===== config.mk =====
export PLATFORM = sky130hd
export DESIGN_NAME = eeprom_page_seq
export DESIGN_NICKNAME = d
export VERILOG_FILES = /design/src/rtl/eeprom_seq_pkg.sv /design/src/rtl/eeprom_seg_calc.sv /design/src/rtl/eeprom_wait_timer.sv /design/src/rtl/eeprom_page_seq.sv
export SDC_FILE = /design/constraint.sdc
export NUM_CORES = 1
export LEC_CHECK = 0
export BUFFER_PORTS_ARGS = -buffer_cell sky130_fd_sc_hd__buf_2
export CORE_UTILIZATION = 52
export DETAILED_ROUTE_END_ITERATION = 6
export PLACE_DENSITY = 0.85
export REMOVE_ABC_BUFFERS = 1
export SLEW_MARGIN = 5
export SYNTH_ARGS = -nofsm -noshare
export SYNTH_HDL_FRONTEND = slang
export SYNTH_SLANG_ARGS = --single-unit

===== constraint.sdc =====
create_clock -name clk_i -period 2.3 [get_ports clk_i]
set_input_delay 0.23 -clock clk_i [delete_from_list [all_inputs] [get_ports clk_i]]
set_output_delay 0.23 -clock clk_i [all_outputs]
set_load 0.005 [all_outputs]

===== src/rtl/eeprom_seq_pkg.sv =====
package eeprom_seq_pkg;
  typedef enum logic [1:0] {
    OP_START = 2'd0,
    OP_WRITE = 2'd1,
    OP_READ  = 2'd2,
    OP_STOP  = 2'd3
  } op_e;

  typedef enum logic [3:0] {
    S_IDLE, S_START, S_ADDR_W, S_OFF_HI, S_OFF_LO, S_DATA,
    S_ADDR_R, S_READ, S_PUSH, S_STOP, S_WAIT, S_DONE
  } st_e;
endpackage


===== src/rtl/eeprom_seg_calc.sv =====
module eeprom_seg_calc #(
  parameter int unsigned PAGE  = 8,
  parameter int unsigned LEN_W = 8
) (
  input  logic [15:0]      off_i,
  input  logic [LEN_W-1:0] rem_i,
  output logic [LEN_W-1:0] seg_o,
  output logic             unaligned_o
);
  localparam int unsigned PB = $clog2(PAGE);

  logic [31:0] room;

  always_comb begin
    room        = 32'(PAGE) - 32'(off_i[PB-1:0]);
    seg_o       = (32'(rem_i) < room) ? rem_i : LEN_W'(room);
    unaligned_o = (off_i[PB-1:0] != '0);
  end
endmodule


===== src/rtl/eeprom_wait_timer.sv =====
module eeprom_wait_timer #(
  parameter int unsigned CLK_PER_MS = 100000,
  parameter int unsigned HEAD_MS    = 32,
  parameter int unsigned PAGE_MS    = 50
) (
  input  logic clk_i,
  input  logic rst_ni,
  input  logic load_i,
  input  logic head_i,
  output logic expired_o
);
  localparam int unsigned HEAD_CYC = HEAD_MS * CLK_PER_MS;
  localparam int unsigned PAGE_CYC = PAGE_MS * CLK_PER_MS;
  localparam int unsigned MAX_CYC  = (HEAD_CYC > PAGE_CYC) ? HEAD_CYC : PAGE_CYC;
  localparam int unsigned CW       = $clog2(MAX_CYC + 1);

  logic [CW-1:0] cnt_q;

  always_ff @(posedge clk_i or negedge rst_ni) begin
    if (!rst_ni)               cnt_q <= '0;
    else if (load_i)           cnt_q <= head_i ? CW'(HEAD_CYC) : CW'(PAGE_CYC);
    else if (cnt_q != '0)      cnt_q <= cnt_q - CW'(1);
  end

  assign expired_o = (cnt_q == CW'(1));
endmodule


===== src/rtl/eeprom_page_seq.sv =====
module eeprom_page_seq
  import eeprom_seq_pkg::*;
#(
  parameter int unsigned LEN_W      = 8,
  parameter int unsigned PAGE       = 8,
  parameter int unsigned CLK_PER_MS = 100000,
  parameter int unsigned HEAD_MS    = 32,
  parameter int unsigned PAGE_MS    = 50
) (
  input  logic             clk_i,
  input  logic             rst_ni,
  input  logic             req_valid_i,
  output logic             req_ready_o,
  input  logic             req_read_i,
  input  logic             req_wide_i,
  input  logic [6:0]       req_dev_i,
  input  logic [15:0]      req_off_i,
  input  logic [LEN_W-1:0] req_len_i,
  input  logic [7:0]       wr_data_i,
  input  logic             wr_valid_i,
  output logic             wr_ready_o,
  output logic [7:0]       rd_data_o,
  output logic             rd_valid_o,
  input  logic             rd_ready_i,
  output logic             cmd_valid_o,
  input  logic             cmd_ready_i,
  output logic [1:0]       cmd_op_o,
  output logic [7:0]       cmd_byte_o,
  output logic             cmd_nak_o,
  input  logic             rsp_valid_i,
  input  logic             rsp_ok_i,
  input  logic [7:0]       rsp_data_i,
  input  logic             arb_lost_i,
  output logic             arb_clr_o,
  output logic             done_o,
  output logic             err_o,
  output logic [LEN_W-1:0] count_o
);
  localparam int unsigned PB = $clog2(PAGE);

  st_e              state_q;
  logic             pend_q, read_q, wide_q, err_q, rep_q, have_q, head_q;
  logic [6:0]       dev_q;
  logic [15:0]      off_q;
  logic [LEN_W-1:0] rem_q, seg_q, cnt_q;
  logic [7:0]       wbyte_q, rbyte_q;

  logic [LEN_W-1:0] seg_len;
  logic             seg_unal, tmr_exp, tmr_load, got, fire;
  op_e              op;

  eeprom_seg_calc #(.PAGE(PAGE), .LEN_W(LEN_W)) u_seg (
    .off_i(off_q), .rem_i(rem_q), .seg_o(seg_len), .unaligned_o(seg_unal)
  );

  eeprom_wait_timer #(.CLK_PER_MS(CLK_PER_MS), .HEAD_MS(HEAD_MS), .PAGE_MS(PAGE_MS)) u_tmr (
    .clk_i(clk_i), .rst_ni(rst_ni), .load_i(tmr_load), .head_i(head_q), .expired_o(tmr_exp)
  );

  assign req_ready_o = (state_q == S_IDLE);
  assign arb_clr_o   = req_ready_o & req_valid_i & arb_lost_i;
  assign wr_ready_o  = (state_q == S_DATA) & ~have_q & ~pend_q;
  assign rd_valid_o  = (state_q == S_PUSH);
  assign rd_data_o   = rbyte_q;
  assign done_o      = (state_q == S_DONE);
  assign err_o       = err_q;
  assign count_o     = cnt_q;

  always_comb begin
    cmd_valid_o = 1'b0;
    op          = OP_WRITE;
    cmd_byte_o  = 8'h00;
    cmd_nak_o   = 1'b0;
    unique case (state_q)
      S_START:  begin cmd_valid_o = ~pend_q; op = OP_START; end
      S_ADDR_W: begin cmd_valid_o = ~pend_q; cmd_byte_o = {dev_q, 1'b0}; end
      S_ADDR_R: begin cmd_valid_o = ~pend_q; cmd_byte_o = {dev_q, 1'b1}; end
      S_OFF_HI: begin cmd_valid_o = ~pend_q; cmd_byte_o = off_q[15:8]; end
      S_OFF_LO: begin cmd_valid_o = ~pend_q; cmd_byte_o = off_q[7:0]; end
      S_DATA:   begin cmd_valid_o = have_q & ~pend_q; cmd_byte_o = wbyte_q; end
      S_READ:   begin cmd_valid_o = ~pend_q; op = OP_READ; cmd_nak_o = (rem_q == LEN_W'(1)); end
      S_STOP:   begin cmd_valid_o = ~pend_q; op = OP_STOP; end
      default:  ;
    endcase
  end
  assign cmd_op_o = op;

  assign fire     = cmd_valid_o & cmd_ready_i;
  assign got      = pend_q & rsp_valid_i;
  assign tmr_load = (state_q == S_STOP) & got & ~err_q & ~read_q;

  always_ff @(posedge clk_i or negedge rst_ni) begin
    if (!rst_ni) begin
      state_q <= S_IDLE;
      pend_q  <= 1'b0;
      read_q  <= 1'b0;
      wide_q  <= 1'b0;
      err_q   <= 1'b0;
      rep_q   <= 1'b0;
      have_q  <= 1'b0;
      head_q  <= 1'b0;
      dev_q   <= '0;
      off_q   <= '0;
      rem_q   <= '0;
      seg_q   <= '0;
      cnt_q   <= '0;
      wbyte_q <= '0;
      rbyte_q <= '0;
    end else begin
      if (fire) pend_q <= 1'b1;
      if (got)  pend_q <= 1'b0;
      unique case (state_q)
        S_IDLE: if (req_valid_i) begin
          read_q <= req_read_i;
          wide_q <= req_wide_i;
          dev_q  <= req_dev_i;
          off_q  <= req_off_i;
          rem_q  <= req_len_i;
          cnt_q  <= '0;
          err_q  <= arb_lost_i;
          rep_q  <= 1'b0;
          have_q <= 1'b0;
          if (arb_lost_i || req_len_i == '0) state_q <= S_DONE;
          else                               state_q <= S_START;
        end
        S_START: if (got) begin
          if (!rsp_ok_i) begin err_q <= 1'b1; state_q <= S_STOP; end
          else if (rep_q) state_q <= S_ADDR_R;
          else begin
            seg_q   <= seg_len;
            head_q  <= seg_unal;
            state_q <= S_ADDR_W;
          end
        end
        S_ADDR_W: if (got) begin
          if (!rsp_ok_i) begin err_q <= 1'b1; state_q <= S_STOP; end
          else state_q <= wide_q ? S_OFF_HI : S_OFF_LO;
        end
        S_OFF_HI: if (got) begin
          if (!rsp_ok_i) begin err_q <= 1'b1; state_q <= S_STOP; end
          else state_q <= S_OFF_LO;
        end
        S_OFF_LO: if (got) begin
          if (!rsp_ok_i) begin err_q <= 1'b1; state_q <= S_STOP; end
          else if (read_q) begin rep_q <= 1'b1; state_q <= S_START; end
          else state_q <= S_DATA;
        end
        S_DATA: begin
          if (wr_ready_o && wr_valid_i) begin wbyte_q <= wr_data_i; have_q <= 1'b1; end
          if (fire) have_q <= 1'b0;
          if (got) begin
            if (!rsp_ok_i) begin err_q <= 1'b1; state_q <= S_STOP; end
            else begin
              cnt_q <= cnt_q + LEN_W'(1);
              rem_q <= rem_q - LEN_W'(1);
              seg_q <= seg_q - LEN_W'(1);
              off_q <= off_q + 16'd1;
              if (seg_q == LEN_W'(1)) state_q <= S_STOP;
            end
          end
        end
        S_ADDR_R: if (got) begin
          if (!rsp_ok_i) begin err_q <= 1'b1; state_q <= S_STOP; end
          else state_q <= S_READ;
        end
        S_READ: if (got) begin
          rbyte_q <= rsp_data_i;
          state_q <= S_PUSH;
        end
        S_PUSH: if (rd_ready_i) begin
          cnt_q   <= cnt_q + LEN_W'(1);
          rem_q   <= rem_q - LEN_W'(1);
          state_q <= (rem_q == LEN_W'(1)) ? S_STOP : S_READ;
        end
        S_STOP: if (got) state_q <= (err_q || read_q) ? S_DONE : S_WAIT;
        S_WAIT: if (tmr_exp) state_q <= (rem_q == '0) ? S_DONE : S_START;
        S_DONE: state_q <= S_IDLE;
        default: state_q <= S_IDLE;
      endcase
    end
  end

  // a data byte accepted inside a segment never sits on the last page slot unless it ends the segment
  assert_data_in_page_R2: assert property (@(posedge clk_i) disable iff (!rst_ni)
    (state_q == S_DATA && got && rsp_ok_i && seg_q != LEN_W'(1)) |-> (off_q[PB-1:0] != PB'(PAGE - 1)));

  assert_wait_hold_R4: assert property (@(posedge clk_i) disable iff (!rst_ni)
    (state_q == S_WAIT && !tmr_exp) |=> (state_q == S_WAIT));

  assert_cmd_stable_R1: assert property (@(posedge clk_i) disable iff (!rst_ni)
    (cmd_valid_o && !cmd_ready_i) |=> (cmd_valid_o && $stable(cmd_byte_o) && $stable(cmd_op_o)));

  assert_rd_hold_R9: assert property (@(posedge clk_i) disable iff (!rst_ni)
    (rd_valid_o && !rd_ready_i) |=> (rd_valid_o && $stable(rd_data_o)));

  assert_refuse_R8: assert property (@(posedge clk_i) disable iff (!rst_ni)
    (req_valid_i && req_ready_o && arb_lost_i) |=> (done_o && err_o && count_o == '0));
endmodule


# Word level (Yosys, flattened, before mapping)
# Cells that the tools add are included.
# Widths: inputs -> output; s select.
# word_totals
ff_bits,97
latchBits,0
mem_bits_rw,0
mem_bits_ro,0
in_bits,58
output_inout_bits,34
elab_cells,168
n_memories,0
# classes
addsub,6
n_mul,0
n_div,0
order_cmp,1
n_eq_ne,34
shift,0
n_mux,68
bitwise,15
reduce_logical,28
# op_table
cell,count
$mux 8,14
$mux 4,21
$mux 23,3
$mux 16,3
$pmux 8 s3,2
$pmux 4 s11,1
$pmux 8 s5,1
$lt 8x32->1,1
$ne 2x2->1 const B,16
$pmux 16 s2,1
$eq 23x1->1 const B,1
$reduce_bool 23->1,1
$sub 23x1->23 const B,1
$add 16x1->16 const B,1
$eq 4x3->1 const B,4
$eq 4x4->1 const B,4
$eq 8x1->1 const B,2
$logic_not 8->1,2
$pmux 8 s2,1
$sub 8x1->8 const B,2
$mux 1,13
$reduce_and 12->1,1
$reduce_and 4->1,3
$reduce_bool 2->1,6
21 further kinds,47

# Logic depth before layout (Yosys ltp)
# logic_depth
depth_word,7
ltp_mapped,9
ltp_nobuf,9

# Hierarchy
# From an unflattened synthesis, not the netlist that was laid out.
# hier_totals
cells_unflattened,648
hier_area_um2,5984.5
# by_module_without_submodules
mod,instances,cells_each,area_per_inst_um2,seq_area_each_um2
eeprom_page_seq,1,494,4505.6,1851.8
eeprom_wait_timer,1,126,1249.9,575.6
eeprom_seg_calc,1,28,229.0,0.0

# Worst setup path after synthesis
# OpenSTA, ideal clock, no wires.
# synth_path
path_kind,reg-to-reg
from,register u_tmr.cnt_q[9]
to,register u_tmr.cnt_q[22]
setup_time_ns,0.126
t_arrival_ns,2.310
required_time_ns,2.174
setup_slack_ns,-0.137
stages_incl_launch_ff,8
path_buffers,2
synth_period_minus_slack_ns,2.437
cell_sequence,dfrtp_1 > or4_1 > buf_2 > or4_4 > or2_0 > clkbuf_2 > nor4b_1 > a311o_1
# synth_via
elab_chain_len,3
elab_cells_between_ends,5
classes_between,add/sub: 1; mux: 2; reduce/logical: 2
# synth_lines
item,line_no,source
"start, declared",eeprom_wait_timer.sv:17,logic [CW-1:0] cnt_q;
"start signal, assigned",eeprom_wait_timer.sv:21,else if (load_i) cnt_q <= head_i ? CW'(HEAD_CYC) : CW'(PAGE_CYC);
"start signal, assigned",eeprom_wait_timer.sv:22,else if (cnt_q != '0) cnt_q <= cnt_q - CW'(1);
$sub 23x1->23,eeprom_wait_timer.sv:22,
$mux 23,eeprom_wait_timer.sv:22,
$mux 23,eeprom_wait_timer.sv:21,
# Parallel ways exist; a longest one is shown, timed or not. The select of a mux whose other input is x is not followed.
# A chain may end at the register's enable or synchronous reset.

# Worst setup path after layout
# layout_path
from,register u_tmr.cnt_q[3]
to,register u_tmr.cnt_q[22]
# The elaborated chain is that of the path after synthesis.

==> qor.csv <==
metric;value;unit
synth-seq-area-share;0.4226;
nets;854;
root_buffer;clkbuf_8;
utilization;0.6486;
synth_compound_area_frac;0.1712;
fp.dieH;107.1;um
synth_edf_count;0;
critPathLaunchType;register;
dieArea;11470;sq um
endpoint_kind;register;
vias_per_cell;6.062;
synth-xor-area-share;0.04269;
totalWireLength;15.45;mm
drive_above_1_share;0.2583;
hold_viol;0;
slew_viol_final;0;
io_pins;92;
ctsLongestPathBuffers;2;
diodes;0;
grt_pass1_wl;25.21;mm
synth_simple_gate_area_frac;0.2348;
setup_violations;4;
finalCritPeriodShare;1.010;
reg2reg_depth;5;
min_to;dev_q[6];
fin_ws;-0.02260;ns
cp_data_arrival_time;2.58;ns
path_clk_slew;0.09;ns
crit_family;simple AND/OR/NAND/NOR gates;
postSynthCellCount;660;
grt_usage;0.2781;
maxCapViolations;0;
grt_pass1_vias;5366;
fin_skew;0.007837;ns
num_vias;5613;
antenna_found_initial;0;
detail_route.wl_per_cell;16.69;um
use_met3;0.03526;
dp_hpwl;11.38;mm
rsz0062_at_grt;yes;
max-slew-margin-rel;0.6698;
numCtsBuffers;9;
combPwrFrac;0.494;
holdCritPathClass;in -> reg;
yosysWarnings;0;
dr.pass1.iters;7;
path_class;reg -> reg;
cp.required;2.56;ns
start_util;0.5322;
synthAdderAreaFrac;0.03267;
die_w;107.1;um
gr-total-overflow;0;
fin_setup_tns;-0.06805;ns
totalPowerFinal;8277;uW
syn-cell-area;5744;sq um
fin_crit;2.323;ns
io_buffers;91;
seqPwrFrac;0.371;
status;complete, but fails checks;
power_switching;3488;uW
intPower;4789;uW
drt.antenna.violating_nets;0;
cts_max_level;3;
num_rows;38;
ys.flop_type;dfrtp_1;
ir_drop;738.9;uV
clkSinkCount;97;
violations;design-rule violations, negative setup slack;
reg2reg_from;u_tmr.cnt_q[3];
power_frac_clock;0.135;
top_usage_layer;met2;
cp_common_cell;or4_4;
fmax;430.6;MHz
powerDensity;1182;nW/um^2
ys_types;61;
drtIter0Drc;407;
clk_latency;0.38;ns
hold_depth;3;
area_growth;21.87;%
place.gp.congestion;0.8759;
synth_top_family_by_area;simple AND/OR/NAND/NOR gates;
async_flop_share;1.000;
drc;2;
worstReg2RegEnd;u_tmr.cnt_q[22];
cts_tree;built;
critPathSlowestCell;or4_4;
cp_max_fo;4;
core;10790;sq um
grt_max_degree;54;
whs;0.03919;ns
grt.met2_usage;0.4659;
regToRegSetupSlack;-0.02;ns
sw_frac_of_total;0.4214;
min-delay-start;req_dev_i[6];
tightest_slew;0.4942;ns
use_met1;0.3621;
synth_seq_cells;97;
cpPeakStageDelay;0.58;ns
synthMuxAreaShare;0.04966;
avgSynthCellArea;8.703;sq um
worstPathCellList;or4_4, or4_4, or2_1, nor4b_1, a311o_1;
crit_buf_inv;0;
cellLeakagePower;0.003143;uW
-- synth_stat cells, types with 12 or more instances --
cell type   n  area (sq um)
a21oi_1    47         235.2
clkbuf_1   35         131.4
dfrtp_1    97          2427
ha_1       15         187.7
inv_1      29         108.9
mux2_2     20         225.2
nand2_1    71         266.5
nand3_1    22         110.1
nor2_1     54         202.7
nor2b_1    15         93.84
nor3_1     16         80.08
nor4_1     21         131.4
o21ai_0    53         265.3
xnor2_1    16         140.1
xor2_1     12         105.1
-- state kept, by name, summed over array words and instances, names as in the netlist --
| signal | count |
|---|---|
| state_q | 4 |
| read_q | 1 |
| rep_q | 1 |
| u_tmr.cnt_q | 23 |
| seg_q | 8 |
| head_q | 1 |
| rd_data_o | 8 |
| dev_q | 7 |
| count_o | 8 |
| wide_q | 1 |
| rem_q | 8 |
| pend_q | 1 |
| off_q | 16 |
| have_q | 1 |
| wbyte_q | 8 |
| err_o | 1 |
-- metrics by stage --
| step | worst slack (ns) | cells | area, sq um |
|---|---|---|---|
| after global routing | -0.08782 | 926 | 7000 |
| after CTS | -0.04618 | 922 | 6920 |
| after global placement | 0.01071 | 904 | 6678 |
| final | -0.02260 | 926 | 7000 |
| after floorplan | -3.840 | 619 | 5587 |
| after detailed placement | -0.08091 | 904 | 6678 |
-- power by group through the flow --
stage | logic, uW | clock network, uW | registers, uW
floorplan | 2310 | 0 | 3050
global placement | 3710 | 0 | 2990
detailed placement | 3890 | 0 | 3040
CTS | 3940 | 1130 | 3020
global route | 4510 | 1200 | 3150
finish | 4090 | 1120 | 3070
-- cell usage in the layout (no fill, tap or decap), drive strengths merged, types with 12 or more instances in the layout --
cell type / count
mux2: 20
xor2: 12
nor2b: 15
nand3: 22
nor2: 54
a21oi: 47
buf: 150
inv: 29
xnor2: 16
o21ai: 54
nand2: 71
dfrtp: 97
ha: 15
clkbuf: 14
nor3: 16
nor4: 22
-- metal layers --
layer	vias to the layer above	part of all wire	wire length (um)
met2	257	0.49	7607
met4	0	0.022	338
met1	2685	0.42	6522
met5	-	0	0
li1	2635	-	-
met3	36	0.064	982
-- worst reg2reg max path: cells and delay by family, from the launching register on --
kind | cells | cell delay (ns)
compound gates | 1 | 0.28
simple gates | 4 | 1.54
flops | 1 | 0.39
-- worst max path at each step --
stage	cells after the start	to	slack, ns	from
after floorplan	5	rem_q[7]	-3.84	state_q[0]
after global placement	6	u_tmr.cnt_q[21]	0.01	u_tmr.cnt_q[6]
after detailed placement	6	u_tmr.cnt_q[3]	-0.08	u_tmr.cnt_q[6]
after CTS	5	u_tmr.cnt_q[22]	-0.05	u_tmr.cnt_q[13]
after global routing	5	state_q[0]	-0.09	u_tmr.cnt_q[3]
final	5	u_tmr.cnt_q[22]	-0.02	u_tmr.cnt_q[3]
-- final cells by class --
cell class / instances / area, sq um
fillers: 840 / 3792
multi-input cells: 493 / 3138
flip-flops and latches: 97 / 2429
repair buffers: 151 / 959.7
well taps: 140 / 175.2
clock buffers: 14 / 152.6
inverters: 29 / 108.9
clock inverters: 2 / 37.54
-- cells by family after synthesis --
logic type / after synthesis
AND/OR/NAND/NOR: 262
adder cells (fa/ha/maj): 15
flip-flops: 97
buffers and inverters: 70
XOR/XNOR: 28
multiplexers: 26
AO/OA/AOI/OAI: 162
-- repair_timing --
item                                   4_1_cts  5_1_grt
buffers inserted                             1        4
setup endpoints to repair                   22       30
endpoints found under the hold margin       51        0
pin swaps                                    2        8
resized for setup                           11       15
hold buffers                                 1        0
Power figures use the tool's default switching activity.
